File: src/rtl/irq_pkg.sv
package irq_pkg;

   // Source index doubles as rank: lower index wins.
   typedef enum logic [2:0] {
      SRC_NMI  = 3'd0,
      SRC_EDGE = 3'd1,
      SRC_LA   = 3'd2,
      SRC_LB   = 3'd3,
      SRC_EXT  = 3'd4,
      SRC_NONE = 3'd7
   } irq_src_e;

   localparam int unsigned NUM_SRC   = 5;
   localparam int unsigned MSK_LB    = 0;
   localparam int unsigned MSK_LA    = 1;
   localparam int unsigned MSK_EDGE  = 2;
   localparam int unsigned MSK_FLUSH = 3;
   localparam int unsigned MSK_DW    = 4;

   typedef struct packed {
      logic       spare;
      logic       edge_pend;
      logic       la_lvl;
      logic       lb_lvl;
      logic       ien;
      logic [2:0] mask;
   } irq_stat_t;

endpackage

File: src/rtl/irq_sync.sv
module irq_sync #(
   parameter int unsigned STAGES = 2,
   parameter int unsigned WIDTH  = 1
) (
   input  logic             clk,
   input  logic             rst_n,
   input  logic [WIDTH-1:0] d_i,
   output logic [WIDTH-1:0] q_o
);

   if (STAGES < 1) begin : g_bad_stages
      $error("irq_sync: STAGES must be at least 1");
   end
   if (WIDTH < 1) begin : g_bad_width
      $error("irq_sync: WIDTH must be at least 1");
   end

   if (STAGES == 1) begin : g_single
      logic [WIDTH-1:0] one_q;
      always_ff @(posedge clk or negedge rst_n) begin
         if (!rst_n) one_q <= '0;
         else        one_q <= d_i;
      end
      assign q_o = one_q;
   end else begin : g_chain
      logic [STAGES-1:0][WIDTH-1:0] sh_q;
      always_ff @(posedge clk or negedge rst_n) begin
         if (!rst_n) sh_q <= '0;
         else        sh_q <= {sh_q[STAGES-2:0], d_i};
      end
      assign q_o = sh_q[STAGES-1];
   end

endmodule

File: src/rtl/irq_nmi_qual.sv
module irq_nmi_qual #(
   parameter int unsigned HOLD = 3
) (
   input  logic clk,
   input  logic rst_n,
   input  logic lvl_i,
   input  logic clr_i,
   output logic pend_o
);

   localparam int unsigned CW = $clog2(HOLD + 1);

   if (HOLD < 1) begin : g_bad_hold
      $error("irq_nmi_qual: HOLD must be at least 1");
   end

   logic          prev_q;
   logic          armed_q;
   logic [CW-1:0] cnt_q;
   logic [CW-1:0] cnt_nxt;
   logic          fresh;
   logic          hit;

   always_comb begin
      fresh   = lvl_i && !prev_q;
      cnt_nxt = fresh ? CW'(1) : cnt_q + CW'(1);
      hit     = lvl_i && (fresh || armed_q) && (cnt_nxt == CW'(HOLD));
   end

   always_ff @(posedge clk or negedge rst_n) begin
      if (!rst_n) begin
         prev_q  <= 1'b0;
         armed_q <= 1'b0;
         cnt_q   <= '0;
         pend_o  <= 1'b0;
      end else begin
         prev_q <= lvl_i;
         if (!lvl_i) begin
            armed_q <= 1'b0;
            cnt_q   <= '0;
         end else if (fresh || armed_q) begin
            armed_q <= !hit;
            cnt_q   <= cnt_nxt;
         end
         if (hit)        pend_o <= 1'b1;
         else if (clr_i) pend_o <= 1'b0;
      end
   end


   nmi_needs_level_chk: assert property (@(posedge clk) disable iff (!rst_n)
      $rose(pend_o) |-> $past(lvl_i));


   nmi_no_drop_chk: assert property (@(posedge clk) disable iff (!rst_n)
      (pend_o && !clr_i) |=> pend_o);

endmodule

File: src/rtl/irq_edge_latch.sv
module irq_edge_latch (
   input  logic clk,
   input  logic rst_n,
   input  logic lvl_i,
   input  logic clr_i,
   output logic pend_o
);

   logic prev_q;
   logic rise;

   assign rise = lvl_i && !prev_q;

   always_ff @(posedge clk or negedge rst_n) begin
      if (!rst_n) begin
         prev_q <= 1'b0;
         pend_o <= 1'b0;
      end else begin
         prev_q <= lvl_i;
         if (rise)       pend_o <= 1'b1;
         else if (clr_i) pend_o <= 1'b0;
      end
   end


   edge_capture_chk: assert property (@(posedge clk) disable iff (!rst_n)
      $rose(lvl_i) |=> pend_o);

endmodule

File: src/rtl/irq_arbiter.sv
module irq_arbiter
   import irq_pkg::*;
#(
   parameter int unsigned         N      = 5,
   parameter int unsigned         ADDR_W = 16,
   parameter logic [N*ADDR_W-1:0] VTAB   = '0
) (
   input  logic [N-1:0]      req_i,
   output irq_src_e          win_o,
   output logic              any_o,
   output logic [ADDR_W-1:0] vec_o
);

   if (N < 1 || N > 7) begin : g_bad_n
      $error("irq_arbiter: N must be between 1 and 7");
   end

   // Walk from lowest rank upwards so the highest-ranked request overrides.
   always_comb begin
      win_o = SRC_NONE;
      vec_o = '0;
      for (int i = int'(N) - 1; i >= 0; i--) begin
         if (req_i[i]) begin
            win_o = irq_src_e'(3'(i));
            vec_o = VTAB[i*ADDR_W +: ADDR_W];
         end
      end
      any_o = |req_i;
   end

endmodule

File: src/rtl/irq_prio_ctrl.sv
module irq_prio_ctrl
   import irq_pkg::*;
#(
   parameter int unsigned       ADDR_W          = 16,
   parameter int unsigned       SYNC_STAGES     = 2,
   parameter int unsigned       NMI_HOLD        = 3,
   parameter int unsigned       RST_NUM_W       = 3,
   parameter int unsigned       RST_STRIDE_LOG2 = 3,
   parameter logic [ADDR_W-1:0] VEC_NMI         = 'h0024,
   parameter logic [ADDR_W-1:0] VEC_EDGE        = 'h003C,
   parameter logic [ADDR_W-1:0] VEC_LA          = 'h0034,
   parameter logic [ADDR_W-1:0] VEC_LB          = 'h002C
) (
   input  logic                 clk,
   input  logic                 rst_n,
   input  logic                 nmi_i,
   input  logic                 edge_i,
   input  logic                 lvl_a_i,
   input  logic                 lvl_b_i,
   input  logic                 ext_i,
   input  logic                 ien_set_i,
   input  logic                 ien_clr_i,
   input  logic                 mask_wr_i,
   input  logic [MSK_DW-1:0]    mask_data_i,
   input  logic                 rd_i,
   output logic [7:0]           status_o,
   input  logic                 ack_i,
   output logic                 irq_o,
   output logic [ADDR_W-1:0]    vec_o,
   output logic                 ext_ack_o,
   input  logic [RST_NUM_W-1:0] rnum_i,
   output logic [ADDR_W-1:0]    rvec_o
);

   localparam int unsigned RV_TOP = RST_NUM_W + RST_STRIDE_LOG2;
   localparam logic [NUM_SRC*ADDR_W-1:0] VTAB =
      {{ADDR_W{1'b0}}, VEC_LB, VEC_LA, VEC_EDGE, VEC_NMI};

   if (RV_TOP > ADDR_W) begin : g_bad_rvec
      $error("irq_prio_ctrl: restart address does not fit ADDR_W");
   end
   if (RST_NUM_W < 1) begin : g_bad_rnum
      $error("irq_prio_ctrl: RST_NUM_W must be at least 1");
   end

   // ---------------- input synchronisation ----------------
   logic [NUM_SRC-1:0] raw;
   logic [NUM_SRC-1:0] syn;

   assign raw = {ext_i, lvl_b_i, lvl_a_i, edge_i, nmi_i};

   irq_sync #(.STAGES(SYNC_STAGES), .WIDTH(NUM_SRC)) u_sync (
      .clk   (clk),
      .rst_n (rst_n),
      .d_i   (raw),
      .q_o   (syn)
   );

   // ---------------- state ----------------
   logic             ien_q;
   logic [2:0]       mask_q;
   logic             ext_ack_q;
   irq_stat_t        status_q;
   logic             nmi_pend;
   logic             edge_pend;
   logic             take;
   logic             edge_clr;
   logic             nmi_clr;
   logic [NUM_SRC-1:0] req;
   irq_src_e         win;
   logic             any_req;
   logic [ADDR_W-1:0] win_vec;

   assign take     = ack_i && any_req;
   assign nmi_clr  = take && (win == SRC_NMI);
   assign edge_clr = (take && (win == SRC_EDGE)) ||
                     (mask_wr_i && mask_data_i[MSK_FLUSH]);

   irq_nmi_qual #(.HOLD(NMI_HOLD)) u_nmi (
      .clk    (clk),
      .rst_n  (rst_n),
      .lvl_i  (syn[SRC_NMI]),
      .clr_i  (nmi_clr),
      .pend_o (nmi_pend)
   );

   irq_edge_latch u_edge (
      .clk    (clk),
      .rst_n  (rst_n),
      .lvl_i  (syn[SRC_EDGE]),
      .clr_i  (edge_clr),
      .pend_o (edge_pend)
   );

   // ---------------- request gating ----------------
   always_comb begin
      req           = '0;
      req[SRC_NMI]  = nmi_pend;
      req[SRC_EDGE] = ien_q && edge_pend     && !mask_q[MSK_EDGE];
      req[SRC_LA]   = ien_q && syn[SRC_LA]   && !mask_q[MSK_LA];
      req[SRC_LB]   = ien_q && syn[SRC_LB]   && !mask_q[MSK_LB];
      req[SRC_EXT]  = ien_q && syn[SRC_EXT];
   end

   irq_arbiter #(.N(NUM_SRC), .ADDR_W(ADDR_W), .VTAB(VTAB)) u_arb (
      .req_i (req),
      .win_o (win),
      .any_o (any_req),
      .vec_o (win_vec)
   );

   // ---------------- command registers ----------------
   always_ff @(posedge clk or negedge rst_n) begin
      if (!rst_n) begin
         ien_q     <= 1'b0;
         mask_q    <= 3'b111;
         ext_ack_q <= 1'b0;
         status_q  <= '0;
      end else begin
         if (take || ien_clr_i) ien_q <= 1'b0;
         else if (ien_set_i)    ien_q <= 1'b1;
         if (mask_wr_i) mask_q <= mask_data_i[2:0];
         ext_ack_q <= take && (win == SRC_EXT);
         if (rd_i) begin
            status_q.spare     <= 1'b0;
            status_q.edge_pend <= edge_pend;
            status_q.la_lvl    <= syn[SRC_LA];
            status_q.lb_lvl    <= syn[SRC_LB];
            status_q.ien       <= ien_q;
            status_q.mask      <= mask_q;
         end
      end
   end

   // ---------------- outputs ----------------
   always_comb begin
      rvec_o                          = '0;
      rvec_o[RV_TOP-1:RST_STRIDE_LOG2] = rnum_i;
   end

   assign irq_o     = any_req;
   assign vec_o     = win_vec;
   assign ext_ack_o = ext_ack_q;
   assign status_o  = status_q;


   ack_drops_ien_chk: assert property (@(posedge clk) disable iff (!rst_n)
      (ack_i && irq_o) |=> !ien_q);


   ien_set_chk: assert property (@(posedge clk) disable iff (!rst_n)
      (ien_set_i && !ien_clr_i && !(ack_i && irq_o)) |=> ien_q);


   gated_only_nmi_chk: assert property (@(posedge clk) disable iff (!rst_n)
      (irq_o && !ien_q) |-> (vec_o == VEC_NMI));


   ext_strobe_cause_chk: assert property (@(posedge clk) disable iff (!rst_n)
      ext_ack_o |-> $past(ack_i));


   ext_strobe_single_chk: assert property (@(posedge clk) disable iff (!rst_n)
      ext_ack_o |=> !ext_ack_o);

endmodule

File: config.mk
export PLATFORM = sky130hd
export DESIGN_NAME = irq_prio_ctrl
export DESIGN_NICKNAME = d
export VERILOG_FILES = /design/src/rtl/irq_pkg.sv /design/src/rtl/irq_sync.sv /design/src/rtl/irq_nmi_qual.sv /design/src/rtl/irq_edge_latch.sv /design/src/rtl/irq_arbiter.sv /design/src/rtl/irq_prio_ctrl.sv
export SDC_FILE = /design/constraint.sdc
export NUM_CORES = 1
export LEC_CHECK = 0
export BUFFER_PORTS_ARGS = -buffer_cell sky130_fd_sc_hd__buf_2
export CORE_MARGIN = 4
export CORE_UTILIZATION = 40
export DETAILED_ROUTE_END_ITERATION = 6
export PLACE_DENSITY = 0.75
export SLEW_MARGIN = 10
export SYNTH_ARGS = -nofsm -noshare
export SYNTH_HDL_FRONTEND = slang
export SYNTH_SLANG_ARGS = --single-unit
File: constraint.sdc
create_clock -name clk -period 3.35 [get_ports clk]
set_input_delay 0.1675 -clock clk [delete_from_list [all_inputs] [get_ports clk]]
set_output_delay 0.1675 -clock clk [all_outputs]
set_load 0.02 [all_outputs]
After elaboration in Yosys (flattened, before gate mapping)
Cells that the tools add are included.
{"block": "op_classes", "addsub": 1, "eq_ne": 4, "muxes": 20, "n_reduce_logical": 30}
{"operator": "$mux 6", "n": 4}
{"operator": "$logic_and 1x1->1", "n": 16}
{"operator": "$mux 3", "n": 4}
{"operator": "$mux 1", "n": 8}
{"operator": "$mux 2", "n": 4}
{"operator": "$logic_not 1->1", "n": 6}
{"operator": "$reduce_bool 2->1", "n": 3}
{"operator": "$reduce_or 5->1", "n": 1}
{"operator": "$eq 3x1->1 const B", "n": 1}
{"operator": "$eq 3x3->1 const B", "n": 1}
{"operator": "$logic_not 3->1", "n": 1}
{"operator": "$logic_or 1x1->1", "n": 3}
{"operator": "$add 2x1->2 const B", "n": 1}
{"operator": "$eq 2x2->1 const B", "n": 1}
{"operator": "$ne 2x1->1 const B", "n": 1}
{"block": "word_totals", "register_bits": 29, "inputBits": 19}

Depth between registers and ports, before layout
{"block": "depth", "ltp_word": 11, "depth_mapped": 4, "mapped_depth_nobuf": 4}

Hierarchy
From an unflattened synthesis, not the netlist that was laid out.
{"block": "hier_totals", "hier_cells": 120, "hier_area_um2": 1381.3}
{"mod": "irq_prio_ctrl", "instances": 1, "cells_per_inst": 56, "area_each_um2": 641.9, "seq_area_each_um2": 304.0}
{"mod": "irq_sync", "instances": 1, "cells_per_inst": 15, "area_each_um2": 287.8, "seq_area_each_um2": 250.2}
{"mod": "irq_nmi_qual", "instances": 1, "cells_per_inst": 17, "area_each_um2": 196.4, "seq_area_each_um2": 125.1}
{"mod": "irq_arbiter", "instances": 1, "cells_per_inst": 27, "area_each_um2": 185.2, "seq_area_each_um2": 0.0}
{"mod": "irq_edge_latch", "instances": 1, "cells_per_inst": 5, "area_each_um2": 70.1, "seq_area_each_um2": 50.0}

Least setup slack after synthesis
No wires, ideal clock.
{"block": "synth_timing", "path_type": "reg2out", "from": "reg mask_q[0]", "to": "out vec_o[5]", "arrival_ps": 1182, "required_ps": 3182, "path_slack_ps": 2000, "path_stages_with_launch": 5, "path_cell_list": "dfstp_2 > and3b_1 > nor2_2 > nand2_1 > buf_4"}
{"block": "synth_between", "elab_chain_len": 6}
{"element": "start, declared", "line": "irq_prio_ctrl.sv:61", "source": "logic [2:0] mask_q;"}
{"element": "start signal, assigned", "line": "irq_prio_ctrl.sv:122", "source": "if (mask_wr_i) mask_q <= mask_data_i[2:0];"}
{"element": "$logic_not 1->1", "line": "irq_prio_ctrl.sv:101", "source": "req[SRC_LB] = ien_q && syn[SRC_LB] && !mask_q[MSK_LB];"}
{"element": "$logic_and 1x1->1", "line": "irq_prio_ctrl.sv:101"}
{"element": "$mux 6 (4 in series)", "line": "irq_arbiter.sv:23", "source": "if (req_i[i]) begin"}
{"element": "end, declared", "line": "irq_prio_ctrl.sv:29", "source": "output logic [ADDR_W-1:0] vec_o,"}
Every way passes these cells.

Final worst setup path
{"block": "layout_timing", "from": "reg mask_q[0]", "to": "out vec_o[2]"}
Same word-level chain as after synthesis.

==> impl_results.md <==
- Tightest Hold Check Type: in2reg
- Slew margin rel.: 58.1%
- Critical R2R Capture: ien_q
- Remaining DRCs: 0
- Via/cell ratio: approximately 4.1
- Port bufs: 28
- Placed cell count: 168
- Synth unique cells: 24
- F_max: 607 MHz
- Post-synthesis adder-cell area fraction: 0%
- Ant diodes: 0
- Worst-path maximum fanout: 3
- Vias: 753
- Mapped Avg Cell Area: 12.4 um2
- Seq/Total Area, Yosys: 57.8%
- P_leak: 0.000719 uW
- Clock skew: 0.00680 ns
- Clock Latency Late Sink: approximately 0.33 ns
- Startpoint Class: flip-flop
- CTS Sinks: 29
- Yosys warns: 0
- Nets: 157
- RSZ-0062 raised after global routing: false
- Fin. Hold Viols: 0
- DRT Pass-1 Iters: 4
- Hpwl dp: 1.63 mm
- Share of the synthesized area in the top cell type: 51.6%
- Root Driver: clkbuf_4
- Ranking of synthesized cells by area: dfrtp_1 (52%), buf_4 (18%), mux2_2 (8.9%), dfstp_2 (6.3%), nand2_1 (1.8%)
- TritonCTS clock tree: built
- Final RePlAce weighted congestion: 0.719
- Crit path time final: 1.65 ns
- Avg WL per Cell: about 12 um
- Max cap viols: 0
- Die Footprint: 4120 um2
- Hold Startpoint: ack_i
- Largest net degree at the start of global routing: 30
- Overflow after GRT: 0
- Total GRT Usage: 11.5%
- Wirelength, routed: 2.17 mm
- Hold Crit Endpoint: ien_q
- Area leader, netlist: dfrtp_1
- Cts bufs inserted: 5
- Rows: 20
- Antenna-violating nets left: 0
- Max-slew violations: 0
- Final core utilization: 47.9%
- First-pass GRT wire length: 3.53 mm
- Endpoints failing setup: 0
- Postcts setup bufs: 0
- Core area: ~3000 um2
- Portion of netlist area occupied by mux cells: 8.93%
- Compound-Gate Fraction of Synth Area: around 5.5%
- # IOs: 61
- Mapped Cells: 102
- Power Density: 509 nW/um2
- XOR/XNOR Fraction of Synth Area: 1.39%
- Post-route insts no fill: 183
- Placed Instance Area: 1320 um2
- H-Tree Depth: 2
- Final Instance Area: 1450 um2
- Final worst-path cycle share: 49.2%
- Worst Setup End Kind: primary output
- Starting DRT DRC Count: 4
- R2R Path Start: mask_q[0]
- Status: completed
- P&R area growth vs syn: 15.0%
- WP data arrival: about 1.5 ns
- Flop2flop setup slack: 2.05 ns
- Share of cells above drive strength 1: 38.1%
- Peak VDD IR: 306 uV
- Starting density of the core: a little over two fifths
- Type of the worst setup path: reg2out
- Clock Pin Slew Worst Setup and Hold Paths: roughly 0.090 ns
- Number of fillers in the final layout: 280
- DIE HEIGHT: 64.2 um
- Data required time of the worst path: 3.18 ns
- Clock buffer depth: 2
- Synth Area in Simple Gates: 6.94%
- Die X: 64.2 um
- Main combinational cell family by area after synthesis: buffers and inverters
- Post-route setup TNS: 0 ns
- Hold Path Cell Cnt: 2
- Post-synthesis cell area: approximately 1300 um2
- Cells on worst reg2reg path: 4
- Antenna violations before repair: 0
- Worst Max-Slew Pin Slew: 0.628 ns
- Vias in the first global route: 823
- Flops & latches, synth: 29
==> power by group <==
part	switching, uW	internal (uW)
Clock	126	81.0
Sequential	17.0	381
Combinational	86.4	47.2
==> logic make-up (layout without fill, tap and decap cells) <==
kind of cell / after synthesis / in the layout
mux: 10 / 10
xor+xnor: 2 / 2
other cells: 1 / 26
flops: 29 / 29
buf+inv: 34 / 46
compound gates: 9 / 9
simple gates: 17 / 17
==> worst max-delay path by stage <==
stage               endpoint      start
global placement       irq_o  mask_q[0]
detailed placement  vec_o[2]  mask_q[0]
global route        vec_o[3]      ien_q
finish              vec_o[2]  mask_q[0]
CTS                 vec_o[3]      ien_q
floorplan           vec_o[5]  mask_q[0]
==> registers in the layout, indices dropped and copies added, names as in the netlist, 2 cells and up <==
signal               cells
status_o                 7
u_sync.g_chain.sh_q      5
u_sync.q_o               5
mask_q                   3
u_nmi.cnt_q              2
==> layer usage <==
layer	global-route usage, %	wire [um]	vias up
met5	0	0	-
met4	8.97	71	0
met3	4.39	227	9
met2	19.7	1070	45
met1	11.0	798	350
li1	-	-	349
==> worst max-delay path: stages, from the launching register on <==
cell	delay, ns
dfstp_2	0.55
and3b_1	0.20
nor2_2	0.12
nand2_1	0.11
buf_2	0.19
==> through the flow <==
stage               total power [uW]  worst slack (ns)  hold slack, ns
finish                           738              1.70          0.0393
floorplan                        517              2.00          -0.128
detailed placement               533              2.06           0.218
global placement                 527              2.09           0.206
global route                     774              1.59          0.0346
CTS                              748              1.68          0.0212
==> synth_stat cells <==
| cell type | number |
|---|---|
| and3b_1 | 1 |
| o21ai_0 | 1 |
| a22o_1 | 1 |
| nor2_1 | 3 |
| conb_1 | 1 |
| dfstp_2 | 3 |
| buf_2 | 1 |
| xnor2_1 | 2 |
| o311ai_1 | 1 |
| nor3_1 | 2 |
| nand2b_1 | 1 |
| a21boi_0 | 2 |
| nor2_2 | 1 |
| nor2b_1 | 2 |
| inv_1 | 3 |
| a21oi_1 | 1 |
| o21ai_1 | 1 |
| o21ai_2 | 1 |
| a211oi_2 | 1 |
| mux2_2 | 10 |
| dfrtp_1 | 26 |
| nand3_2 | 1 |
| buf_4 | 30 |
| nand2_1 | 6 |
==> layout make-up <==
type                    instances  area (um2)  area share [%]
repair buffers                 35         210            14.5
well taps                      44        55.1            3.80
clock buffers                   5        37.5            2.59
inverters                       3        11.3           0.777
flip-flops and latches         29         729            50.3
multi-input cells              64         384            26.5
clock inverters                 3        22.5            1.55
==> cell usage in the layout, fill, tap and decap left out, types with 2 or more instances in the layout <==
| master | count |
|---|---|
| buf_2 | 28 |
| conb_1 | 26 |
| dfrtp_1 | 26 |
| mux2_2 | 10 |
| dlygate4sd3_1 | 7 |
| nand2_1 | 6 |
| clkbuf_4 | 5 |
| inv_1 | 3 |
| nor2_1 | 3 |
| clkinvlp_4 | 3 |
| dfstp_2 | 3 |
| nor2b_1 | 2 |
| nor3_1 | 2 |
| xnor2_1 | 2 |
| a21boi_0 | 2 |
==> what timing repair did <==
action | in CTS | in global routing
hold buffers | 7 | 0
resized for setup | 0 | 0
endpoints found under the hold margin | 32 | 0
Power figures use the tool's default switching activity.
